[config.mk]
export PLATFORM = sky130hd
export DESIGN_NAME = mlp_prog_ctrl
export DESIGN_NICKNAME = d
export VERILOG_FILES = /design/src/rtl/mlp_prog_pkg.sv /design/src/rtl/lvl_filter.sv /design/src/rtl/pulse_tracker.sv /design/src/rtl/seq_fsm.sv /design/src/rtl/trim_store.sv /design/src/rtl/mlp_prog_ctrl.sv
export SDC_FILE = /design/constraint.sdc
export NUM_CORES = 1
export LEC_CHECK = 0
export CAP_MARGIN = 25
export CORE_MARGIN = 1
export CORE_UTILIZATION = 63
export CTS_CLUSTER_SIZE = 24
export DETAILED_ROUTE_END_ITERATION = 10
export PLACE_DENSITY = 0.84
export SETUP_SLACK_MARGIN = 0.1
export SLEW_MARGIN = 5
export SYNTH_ARGS = -nofsm -noshare
export SYNTH_HDL_FRONTEND = slang
export SYNTH_SLANG_ARGS = --single-unit
[constraint.sdc]
create_clock -name clk -period 3.95 [get_ports clk]
set_clock_uncertainty 0.05 [all_clocks]
set_input_delay 0.9875 -clock clk [delete_from_list [all_inputs] [get_ports clk]]
set_output_delay 0.9875 -clock clk [all_outputs]
set_load 0.01 [all_outputs]
[src/rtl/mlp_prog_pkg.sv]
package mlp_prog_pkg;

    localparam int SENS_W   = 9;
    localparam int QDC_W    = 9;
    localparam int CAR_W    = 5;
    localparam int FREQ_W   = CAR_W - 1;
    localparam int LOCK_BIT = 9;
    localparam int CODE_W   = LOCK_BIT + 1;
    localparam int NREG     = 4;
    localparam int KEY_W    = 3;

    typedef enum logic [1:0] {
        LV_LOW  = 2'd0,
        LV_MID  = 2'd1,
        LV_HIGH = 2'd2,
        LV_BAD  = 2'd3
    } lvl_e;

    typedef enum logic [1:0] {
        RG_SENS = 2'd0,
        RG_QDC  = 2'd1,
        RG_CAR  = 2'd2,
        RG_LOCK = 2'd3
    } reg_e;

    typedef enum logic [2:0] {
        ST_IDLE,
        ST_MODE,
        ST_PARAM,
        ST_ADDR,
        ST_SPENT
    } st_e;

    typedef enum logic {
        MD_TRIAL,
        MD_BURN
    } mode_e;

    // one completed, qualified mid or high pulse
    typedef struct packed {
        logic valid;
        lvl_e lvl;
        logic long_hi;
    } pulse_t;

    typedef struct packed {
        logic ok;
        reg_e rg;
    } keymap_t;

    typedef logic [NREG-1:0][CODE_W-1:0] codes_t;

    function automatic logic [CODE_W-1:0] reg_max(input int idx);
        logic [CODE_W-1:0] m;
        case (idx)
            0:       m = CODE_W'((1 << SENS_W) - 1);
            1:       m = CODE_W'((1 << QDC_W) - 1);
            2:       m = CODE_W'((1 << CAR_W) - 1);
            default: m = CODE_W'(1 << LOCK_BIT);
        endcase
        return m;
    endfunction

    function automatic logic [CODE_W-1:0] top_bit(input logic [CODE_W-1:0] v);
        logic [CODE_W-1:0] r;
        r = '0;
        for (int i = 0; i < CODE_W; i++) begin
            if (v[i]) r = CODE_W'(1) << i;
        end
        return r;
    endfunction

    function automatic keymap_t map_key(input logic [KEY_W-1:0] k, input mode_e md);
        keymap_t km;
        km.ok = 1'b1;
        km.rg = RG_SENS;
        case (k)
            3'd1:    km.rg = RG_SENS;
            3'd2:    km.rg = RG_QDC;
            3'd3:    km.rg = RG_CAR;
            3'd6: begin
                km.rg = RG_LOCK;
                km.ok = (md == MD_BURN);
            end
            default: km.ok = 1'b0;
        endcase
        return km;
    endfunction

endpackage

[src/rtl/lvl_filter.sv]
module lvl_filter
    import mlp_prog_pkg::*;
#(
    parameter int MIN_W = 40
) (
    input  logic clk,
    input  logic rst,
    input  lvl_e raw,
    output lvl_e filt
);
    localparam int CNT_W = $clog2(MIN_W + 1);

    lvl_e             cand;
    logic [CNT_W-1:0] cnt;

    always_ff @(posedge clk) begin
        if (rst) begin
            filt <= LV_LOW;
            cand <= LV_LOW;
            cnt  <= '0;
        end else if (raw == filt) begin
            cnt <= '0;
        end else if (raw != cand) begin
            cand <= raw;
            cnt  <= CNT_W'(1);
        end else if (cnt >= CNT_W'(MIN_W - 1)) begin
            filt <= raw;
            cnt  <= '0;
        end else begin
            cnt <= cnt + CNT_W'(1);
        end
    end

endmodule

[src/rtl/pulse_tracker.sv]
module pulse_tracker
    import mlp_prog_pkg::*;
#(
    parameter int BLOW_W = 100
) (
    input  logic   clk,
    input  logic   rst,
    input  lvl_e   filt,
    output pulse_t done,
    output logic   abort
);
    localparam int DUR_W = $clog2(BLOW_W + 1);

    lvl_e             prev;
    logic [DUR_W-1:0] dur;

    always_ff @(posedge clk) begin
        if (rst) begin
            prev <= LV_LOW;
            dur  <= '0;
        end else begin
            prev <= filt;
            if (filt == LV_LOW)
                dur <= '0;
            else if (dur != DUR_W'(BLOW_W))
                dur <= dur + DUR_W'(1);
        end
    end

    always_comb begin
        done.valid   = (filt == LV_LOW) && ((prev == LV_MID) || (prev == LV_HIGH));
        done.lvl     = prev;
        done.long_hi = (dur >= DUR_W'(BLOW_W));
        abort        = (filt != prev) &&
                       ((filt == LV_BAD) || ((prev != LV_LOW) && (filt != LV_LOW)));
    end

endmodule

[src/rtl/seq_fsm.sv]
module seq_fsm
    import mlp_prog_pkg::*;
(
    input  logic   clk,
    input  logic   rst,
    input  pulse_t pl,
    input  logic   abort,
    input  logic   locked,
    output logic   inc,
    output logic   burn,
    output reg_e   sel
);
    st_e              st;
    mode_e            mode;
    logic [KEY_W-1:0] key;
    keymap_t          km;

    logic is_mid, is_high;

    always_comb begin
        is_mid  = pl.valid && (pl.lvl == LV_MID);
        is_high = pl.valid && (pl.lvl == LV_HIGH);
        km      = map_key(key, mode);
        inc     = is_mid && (st == ST_ADDR);
        burn    = is_high && (st == ST_ADDR) && (mode == MD_BURN) && pl.long_hi;
    end

    always_ff @(posedge clk) begin
        if (rst) begin
            st   <= ST_IDLE;
            mode <= MD_TRIAL;
            key  <= '0;
            sel  <= RG_SENS;
        end else if (st == ST_SPENT) begin
            st <= ST_SPENT;
        end else if (abort) begin
            st  <= ST_IDLE;
            key <= '0;
        end else if (is_mid) begin
            if ((st == ST_MODE || st == ST_PARAM) && key != '1)
                key <= key + KEY_W'(1);
        end else if (is_high) begin
            key <= '0;
            case (st)
                ST_IDLE: begin
                    if (!locked) st <= ST_MODE;
                end
                ST_MODE: begin
                    if (key == KEY_W'(1)) begin
                        mode <= MD_BURN;
                        st   <= ST_PARAM;
                    end else if (key == KEY_W'(2)) begin
                        mode <= MD_TRIAL;
                        st   <= ST_PARAM;
                    end else begin
                        st <= ST_IDLE;
                    end
                end
                ST_PARAM: begin
                    if (km.ok) begin
                        sel <= km.rg;
                        st  <= ST_ADDR;
                    end else begin
                        st <= ST_IDLE;
                    end
                end
                ST_ADDR: begin
                    if (mode == MD_TRIAL)
                        st <= ST_PARAM;
                    else if (pl.long_hi)
                        st <= ST_SPENT;
                    else
                        st <= ST_IDLE;
                end
                default: st <= ST_IDLE;
            endcase
        end
    end

endmodule

[src/rtl/trim_store.sv]
module trim_store
    import mlp_prog_pkg::*;
(
    input  logic   clk,
    input  logic   rst,
    input  logic   fuse_erase,
    input  logic   inc,
    input  logic   burn,
    input  reg_e   sel,
    output codes_t temp_q,
    output codes_t fuse_q
);
    for (genvar i = 0; i < NREG; i++) begin : g_reg
        localparam logic [CODE_W-1:0] MAXC = reg_max(i);
        logic hit;
        assign hit = (int'(sel) == i);

        always_ff @(posedge clk) begin
            if (rst)
                temp_q[i] <= '0;
            else if (inc && hit && temp_q[i] < MAXC)
                temp_q[i] <= temp_q[i] + CODE_W'(1);
        end

        // emulated one-time fuses: untouched by the power-cycle reset
        always_ff @(posedge clk) begin
            if (fuse_erase)
                fuse_q[i] <= '0;
            else if (burn && hit)
                fuse_q[i] <= fuse_q[i] | top_bit(temp_q[i]);
        end
    end

endmodule

[src/rtl/mlp_prog_ctrl.sv]
module mlp_prog_ctrl
    import mlp_prog_pkg::*;
#(
    parameter int MIN_W  = 40,
    parameter int BLOW_W = 100
) (
    input  logic              clk,
    input  logic              rst,
    input  logic              fuse_erase,
    input  logic [1:0]        lvl_in,
    output logic [SENS_W-1:0] sens_code,
    output logic [QDC_W-1:0]  qdc_code,
    output logic [FREQ_W-1:0] freq_code,
    output logic              cal_en,
    output logic              locked
);
    lvl_e   filt_lvl;
    pulse_t pl;
    logic   abort;
    logic   inc_stb;
    logic   blow_stb;
    reg_e   sel;
    codes_t temp_q;
    codes_t fuse_q;
    codes_t eff;

    lvl_filter #(.MIN_W(MIN_W)) u_filt (
        .clk  (clk),
        .rst  (rst),
        .raw  (lvl_e'(lvl_in)),
        .filt (filt_lvl)
    );

    pulse_tracker #(.BLOW_W(BLOW_W)) u_trk (
        .clk   (clk),
        .rst   (rst),
        .filt  (filt_lvl),
        .done  (pl),
        .abort (abort)
    );

    seq_fsm u_seq (
        .clk    (clk),
        .rst    (rst),
        .pl     (pl),
        .abort  (abort),
        .locked (locked),
        .inc    (inc_stb),
        .burn   (blow_stb),
        .sel    (sel)
    );

    trim_store u_store (
        .clk        (clk),
        .rst        (rst),
        .fuse_erase (fuse_erase),
        .inc        (inc_stb),
        .burn       (blow_stb),
        .sel        (sel),
        .temp_q     (temp_q),
        .fuse_q     (fuse_q)
    );

    always_comb begin
        for (int i = 0; i < NREG; i++) eff[i] = temp_q[i] | fuse_q[i];
        sens_code = eff[RG_SENS][SENS_W-1:0];
        qdc_code  = eff[RG_QDC][QDC_W-1:0];
        freq_code = eff[RG_CAR][FREQ_W-1:0];
        cal_en    = eff[RG_CAR][FREQ_W];
        locked    = fuse_q[RG_LOCK][LOCK_BIT];
    end

endmodule

==> results of run 1 <==
[worst max-delay path: stages, from the launching register on]
cell                              delay, ns
sky130_fd_sc_hd__dfxtp_1               0.52
sky130_fd_sc_hd__or2_2                 0.17
sky130_fd_sc_hd__clkdlybuf4s50_1       0.52
[stage by stage]
stage               cell area [um2]  hold WS [ns]
floorplan                      4400         0.376
global placement               4700         0.388
detailed placement             4700         0.397
CTS                            4970         0.419
global route                   4970         0.440
finish                         4970         0.415
[flip-flops by register name, indices dropped and copies added, names as in the netlist]
signal          count
u_store.fuse_q     24
u_store.temp_q     40
u_trk.prev          2
u_seq.sel           2
u_filt.cand         2
u_filt.filt         2
u_seq.mode          1
u_seq.st            3
u_seq.key           3
u_filt.cnt          6
u_trk.dur           7
[cells in the final DEF (no fill, tap or decap), types with 3 or more instances in the layout]
cell type                         instances
sky130_fd_sc_hd__dfxtp_1                 92
sky130_fd_sc_hd__ha_1                    18
sky130_fd_sc_hd__nor2b_1                  7
sky130_fd_sc_hd__and3_1                   8
sky130_fd_sc_hd__nand4_1                  7
sky130_fd_sc_hd__or2_2                   27
sky130_fd_sc_hd__nor2_1                  87
sky130_fd_sc_hd__clkbuf_8                 9
sky130_fd_sc_hd__nand2_1                 23
sky130_fd_sc_hd__o21ai_0                 11
sky130_fd_sc_hd__or3_1                    5
sky130_fd_sc_hd__mux2i_1                  7
sky130_fd_sc_hd__clkdlybuf4s50_1         28
sky130_fd_sc_hd__nor3_1                  17
sky130_fd_sc_hd__inv_1                   25
sky130_fd_sc_hd__bufinv_16                4
sky130_fd_sc_hd__a21oi_1                 22
sky130_fd_sc_hd__nand3_1                 19
sky130_fd_sc_hd__o41ai_1                  3
sky130_fd_sc_hd__o311ai_0                 3
sky130_fd_sc_hd__nand2b_1                 4
sky130_fd_sc_hd__a31oi_1                 11
sky130_fd_sc_hd__xor2_1                  21
sky130_fd_sc_hd__nor4_1                   4
sky130_fd_sc_hd__nor3b_1                  3
sky130_fd_sc_hd__and2_1                   3
sky130_fd_sc_hd__xnor2_1                 14
sky130_fd_sc_hd__nor4_2                   5
[routing by layer]
metal / routed length, um / up-vias / GRT usage
li1: - / 1779 / -
met5: 0 / - / 0
met1: 4020 / 1655 / 0.320
met3: 247 / 12 / 0.0443
met4: 127 / 0 / 0.109
met2: 4490 / 53 / 0.455
[cell type report]
class | count | area [um2] | area share
multi-input combinational | 370 | 2370 | 0.477
sequential | 92 | 1840 | 0.370
timing repair buffer | 30 | 295 | 0.0594
clock inverter | 7 | 146 | 0.0294
clock buffer | 9 | 124 | 0.0249
tap | 80 | 100 | 0.0201
inverter | 25 | 93.8 | 0.0189
[worst paths after layout]
kind | end | slack [ns] | startpoint | cells after the start
worst max-delay path | sens_code[6] | 1.34 | u_store.temp_q[6] | 2
worst min-delay path | u_store.fuse_q[4] | 0.42 | u_store.fuse_q[4] | 2
worst min register to register | u_store.fuse_q[4] | 0.42 | u_store.fuse_q[4] | 2
worst max register to register | u_store.temp_q[37] | 1.45 | u_trk.prev[1] | 7
[power by group]
| part | total, W | switching, W | internal, W |
|---|---|---|---|
| registers | 0.000931 | 0.00000174 | 0.000929 |
| logic | 0.0000316 | 0.0000215 | 0.0000101 |
| clock network | 0.000832 | 0.000344 | 0.000488 |
| total | 0.00179 | 0.000367 | 0.00143 |
[logic make-up (layout without fill, tap and decap cells)]
logic type,count (synthesis),in the layout
adder cells (fa/ha/maj),18,18
flip-flops,92,92
XOR/XNOR,35,35
AO/OA/AOI/OAI,71,71
multiplexers,8,8
buffers and inverters,43,71
AND/OR/NAND/NOR,238,238
==> results.sh, run 1 <==
export IMPL_ys_seq_elements=92
export IMPL_timing_max_cap_violations=0
export IMPL_max_freq_mhz=383
export IMPL_antenna_found_initial=0
export IMPL_detail_route_drc_violations=0
export IMPL_synth_lib_cells_used_distinct=60
export IMPL_synth_cells=505
export IMPL_synthesis_nets=528
export IMPL_post_synth_mux_area_share=0.0185
export IMPL_post_layout_total_power_w=0.00179
export IMPL_numPortBuffers=28
export IMPL_timing_max_transition_violations_final=0
export IMPL_async_flop_share=0
export IMPL_synth_largest_type_area_fraction=0.419
export IMPL_die_w_um=85.6
export IMPL_dp_hpwl_um=5990
export IMPL_worstHoldPathType="reg2reg"
export IMPL_outcome="finished, final reports clean"
export IMPL_relSlewSlack=0.498
export IMPL_dr_first_iter_drc_count=199
export IMPL_cts_hold_fix_buffers=0
export IMPL_synth_enable_flop_cells=0
export IMPL_finalWorstPathRequiredPeriod_ns=2.61
export IMPL_flow_area_growth_from_synthesis_pct=13.1
export IMPL_critPathLaunchType="flip-flop"
export IMPL_grt_max_degree=49
export IMPL_wirelength_per_cell_um=14.5
export IMPL_hold_viol=0
export IMPL_synthMostInstantiatedCell="sky130_fd_sc_hd__dfxtp_1"
export IMPL_crit_type="reg2out"
export IMPL_power_leakage_nw=1.85
export IMPL_worst_skew_pair_late_latency_ns=0.37
export IMPL_setup_slack_ns=1.34
export IMPL_clock_sinks=92
export IMPL_antenna_cells_inserted=0
export IMPL_die_area_um2=7320
export IMPL_cts_max_level=3
export IMPL_sum_neg_setup_slack_ns=0
export IMPL_synth_area_leader_cell="sky130_fd_sc_hd__dfxtp_1"
export IMPL_buffers_from_clock_root_to_sink_at_most=2
export IMPL_final_core_utilization=0.736
export IMPL_post_place_ws_ns=1.48
export IMPL_unrepaired_setup_endpoints_after_global_routing="no"
export IMPL_drt_pre_antenna_iters=5
export IMPL_worst_ir_drop_vdd_uv=267
export IMPL_required_time_of_the_critical_path_ns=2.91
export IMPL_std_cell_rows=30
export IMPL_postRouteWirelength_um=8880
export IMPL_cts_tree="done"
export IMPL_synth_top_family_by_area="simple AND/OR/NAND/NOR gates"
export IMPL_netlist_top_cells_area="sky130_fd_sc_hd__dfxtp_1 (42%), sky130_fd_sc_hd__nor2_1 (7.4%), sky130_fd_sc_hd__ha_1 (5.1%)"
export IMPL_initial_util=0.651
export IMPL_die_height_um=85.6
export IMPL_synth_compound_area_share=0.106
export IMPL_place_detailed_instances=597
export IMPL_critical_path_peak_fanout=8
export IMPL_finalNetCount=551
export IMPL_io_pins=29
export IMPL_floorplan_core_area_um2=6760
export IMPL_timing_worst_slew_pin_value_ns=0.743
export IMPL_synth_xor_xnor_area_share=0.0697
export IMPL_crit_path_end_kind="output port"
export IMPL_synth_cell_area_um2=4400
export IMPL_crit_arrival_ns=1.57
export IMPL_grt_first_pass_wirelength_um=15200
export IMPL_worst_setup_hold_path_clk_slew_ns=0.09
export IMPL_synth_flop_cell="sky130_fd_sc_hd__dfxtp_1"
export IMPL_vias_per_cell=5.71
export IMPL_grt_overflow_total=0
export IMPL_cts_resized=0
export IMPL_synth_cells_most_frequent="sky130_fd_sc_hd__dfxtp_1 (92), sky130_fd_sc_hd__nor2_1 (87), sky130_fd_sc_hd__or2_2 (27)"
export IMPL_power_density_cell_area_nw_per_um2=361
export IMPL_stdcell_count=613
export IMPL_postCtsSetupRepairBufs=0
export IMPL_detailroute_via_count=3499
export IMPL_tritoncts_num_buffers=9
export IMPL_setup_violations=0
export IMPL_gp_congestion=0.876
export IMPL_first_global_vias=3325
export IMPL_globalRouteTotalUtil=0.261
export IMPL_synth_sequential_area_ratio=0.419
export IMPL_ys_warnings_count=0
export IMPL_post_route_cells_drive_above_1_share=0.128
export IMPL_synthAdderAreaFrac=0.0512
export IMPL_average_cell_area_after_synthesis_um2=8.71
export IMPL_postRouteAntennaNets=0
export IMPL_clock_tree_root_cell="sky130_fd_sc_hd__clkbuf_8"
export IMPL_fillerInstances=501
export IMPL_post_route_period_util=0.660
export IMPL_post_synth_and_or_nand_nor_area_fraction=0.294
No activity file was read; power rests on OpenSTA's default activity.
==> run 2: changes to the inputs <==
- CORE_UTILIZATION: 63 -> 59
- PLACE_DENSITY: 0.84 -> 0.8
- clock period: 3.95 -> 2.42 ns (I/O delays scaled with it)
==> results.sh, run 2 (same netlist as run 1, synthesis figures left out) <==
export IMPL_grt_overflow_total=0
export IMPL_timing_max_transition_violations_final=0
export IMPL_globalRouteTotalUtil=0.239
export IMPL_outcome="finished, final reports clean"
export IMPL_gp_congestion=0.842
export IMPL_floorplan_core_area_um2=7210
export IMPL_post_route_period_util=0.922
export IMPL_post_route_cells_drive_above_1_share=0.171
export IMPL_crit_arrival_ns=1.58
export IMPL_critPathLaunchType="flip-flop"
export IMPL_initial_util=0.610
export IMPL_r2r_setup_slk_ns=0.21
export IMPL_detail_route_drc_violations=0
export IMPL_critical_path_startpoint="u_store.temp_q[12]"
export IMPL_wirelength_per_cell_um=13.8
export IMPL_layout_commonest_cell="sky130_fd_sc_hd__dfxtp_1"
export IMPL_dpl_instance_area_um2=4800
export IMPL_layout_top_registers="u_store.temp_q: 40 flops, u_store.fuse_q: 24 flops, u_trk.dur: 7 flops"
export IMPL_antenna_found_initial=0
export IMPL_die_area_um2=7800
export IMPL_io_pins=29
export IMPL_antenna_cells_inserted=0
export IMPL_worstHoldPathType="reg2reg"
export IMPL_detailroute_via_count=3607
export IMPL_final_cell_mix="sky130_fd_sc_hd__dfxtp_1 (90), sky130_fd_sc_hd__nor2_1 (87), sky130_fd_sc_hd__clkdlybuf4s50_1 (28), sky130_fd_sc_hd__or2_2 (27), sky130_fd_sc_hd__inv_1 (23)"
export IMPL_cts_tree="done"
export IMPL_finalWorstPathRequiredPeriod_ns=2.23
export IMPL_place_detailed_instances=625
export IMPL_number_of_flip_flops_in_the_largest_register=40
export IMPL_crit_type="reg2out"
export IMPL_numPortBuffers=28
export IMPL_cts_max_level=3
export IMPL_unrepaired_setup_endpoints_after_global_routing="yes"
export IMPL_timing_max_cap_violations=0
export IMPL_grt_max_degree=29
export IMPL_max_freq_mhz=448
export IMPL_clock_sinks=92
export IMPL_post_route_cell_area_um2=5100
export IMPL_relSlewSlack=0.564
export IMPL_drt_pre_antenna_iters=4
export IMPL_fin_worst_hold_slack_ns=0.416
export IMPL_cell_depth_of_the_worst_flop_to_flop_path=7
export IMPL_worst_skew_pair_late_latency_ns=0.37
export IMPL_std_cell_rows=31
export IMPL_dr_first_iter_drc_count=213
export IMPL_grt_first_pass_wirelength_um=14600
export IMPL_seq_area_um2=1850
export IMPL_sum_neg_setup_slack_ns=0
export IMPL_worst_ir_drop_vdd_uv=292
export IMPL_setup_violations=0
export IMPL_buffers_from_clock_root_to_sink_at_most=2
export IMPL_vias_per_cell=5.60
export IMPL_critical_path_peak_fanout=7
export IMPL_worst_setup_hold_path_clk_slew_ns=0.09
export IMPL_power_leakage_nw=1.88
export IMPL_worst_setup_path_endpoint="qdc_code[2]"
export IMPL_finalNetCount=564
export IMPL_largest_register="u_store.temp_q"
export IMPL_postRouteWirelength_um=8920
export IMPL_postRouteAntennaNets=0
export IMPL_tritoncts_num_buffers=9
export IMPL_first_global_vias=3382
export IMPL_crit_path_end_kind="output port"
export IMPL_timing_rr_end="u_store.temp_q[14]"
export IMPL_fillerInstances=586
export IMPL_timing_worst_slew_pin_value_ns=0.649
export IMPL_die_w_um=88.3
export IMPL_hold_viol=0
export IMPL_power_density_cell_area_nw_per_um2=512
export IMPL_dp_hpwl_um=6110
export IMPL_stdcell_count=644
export IMPL_clock_tree_root_cell="sky130_fd_sc_hd__clkbuf_8"
export IMPL_flow_area_growth_from_synthesis_pct=16.0
export IMPL_multi_input_comb_area_um2=2450
export IMPL_required_time_of_the_critical_path_ns=1.76
export IMPL_crit_reg2reg_launch="u_trk.prev[1]"
export IMPL_die_height_um=88.3
[run 2: metrics by stage]
step,total power (W),setup slack (ns),util
final,0.00261,0.189,0.707
after global placement,0.00161,0.168,0.665
after CTS,0.00263,0.0898,0.695
after detailed placement,0.00161,0.0546,0.665
after global routing,0.00269,0.0835,0.707
after floorplan,0.00159,0.313,-
[run 2: area by class of cell]
class                           count  area share
Clock buffer                       10      0.0270
Tap cell                           99      0.0243
Clock inverter                      5      0.0118
Multi-Input combinational cell    371       0.481
Inverter                           25      0.0184
Sequential cell                    92       0.362
Timing Repair Buffer               42      0.0755
[run 2: what timing repair did]
action                     4_1_cts  5_1_grt
pin swaps                        0        6
setup endpoints to repair        5       22
gates resized for setup          3       12
cloned                           0        1
setup buffers                    0        3
hold buffers                     0        0
[run 2: worst max-delay path: stages, from the launching register on]
cell	delay, ns
sky130_fd_sc_hd__dfxtp_1	0.39
sky130_fd_sc_hd__or2_2	0.33
sky130_fd_sc_hd__clkdlybuf4s50_1	0.48
[run 2: per-layer routing]
| layer | part of all wire | wire length, um | global-route usage |
|---|---|---|---|
| met2 | 0.49 | 4350 | 0.410 |
| met3 | 0.046 | 409 | 0.0336 |
| met1 | 0.45 | 4050 | 0.301 |
| met5 | 0 | 0 | 0 |
| met4 | 0.012 | 108 | 0.0997 |
[run 2: how the worst min path moves through the flow]
stage / from / depth (start not counted) / end / slack, ns
after floorplan: u_store.fuse_q[11] / 2 / u_store.fuse_q[11] / 0.38
after global placement: u_store.fuse_q[11] / 2 / u_store.fuse_q[11] / 0.39
after detailed placement: u_store.fuse_q[23] / 2 / u_store.fuse_q[23] / 0.40
after CTS: u_store.fuse_q[23] / 2 / u_store.fuse_q[23] / 0.42
after global routing: u_store.fuse_q[4] / 2 / u_store.fuse_q[4] / 0.43
final: u_store.fuse_q[4] / 2 / u_store.fuse_q[4] / 0.42
[run 2: power breakdown]
| group | switching (W) | internal [W] | leakage [nW] |
|---|---|---|---|
| Combinational | 0.0000360 | 0.0000177 | 1.04 |
| Sequential | 0.00000291 | 0.00152 | 0.743 |
| Clock | 0.000536 | 0.000503 | 0.0987 |
| Total | 0.000575 | 0.00204 | 1.88 |
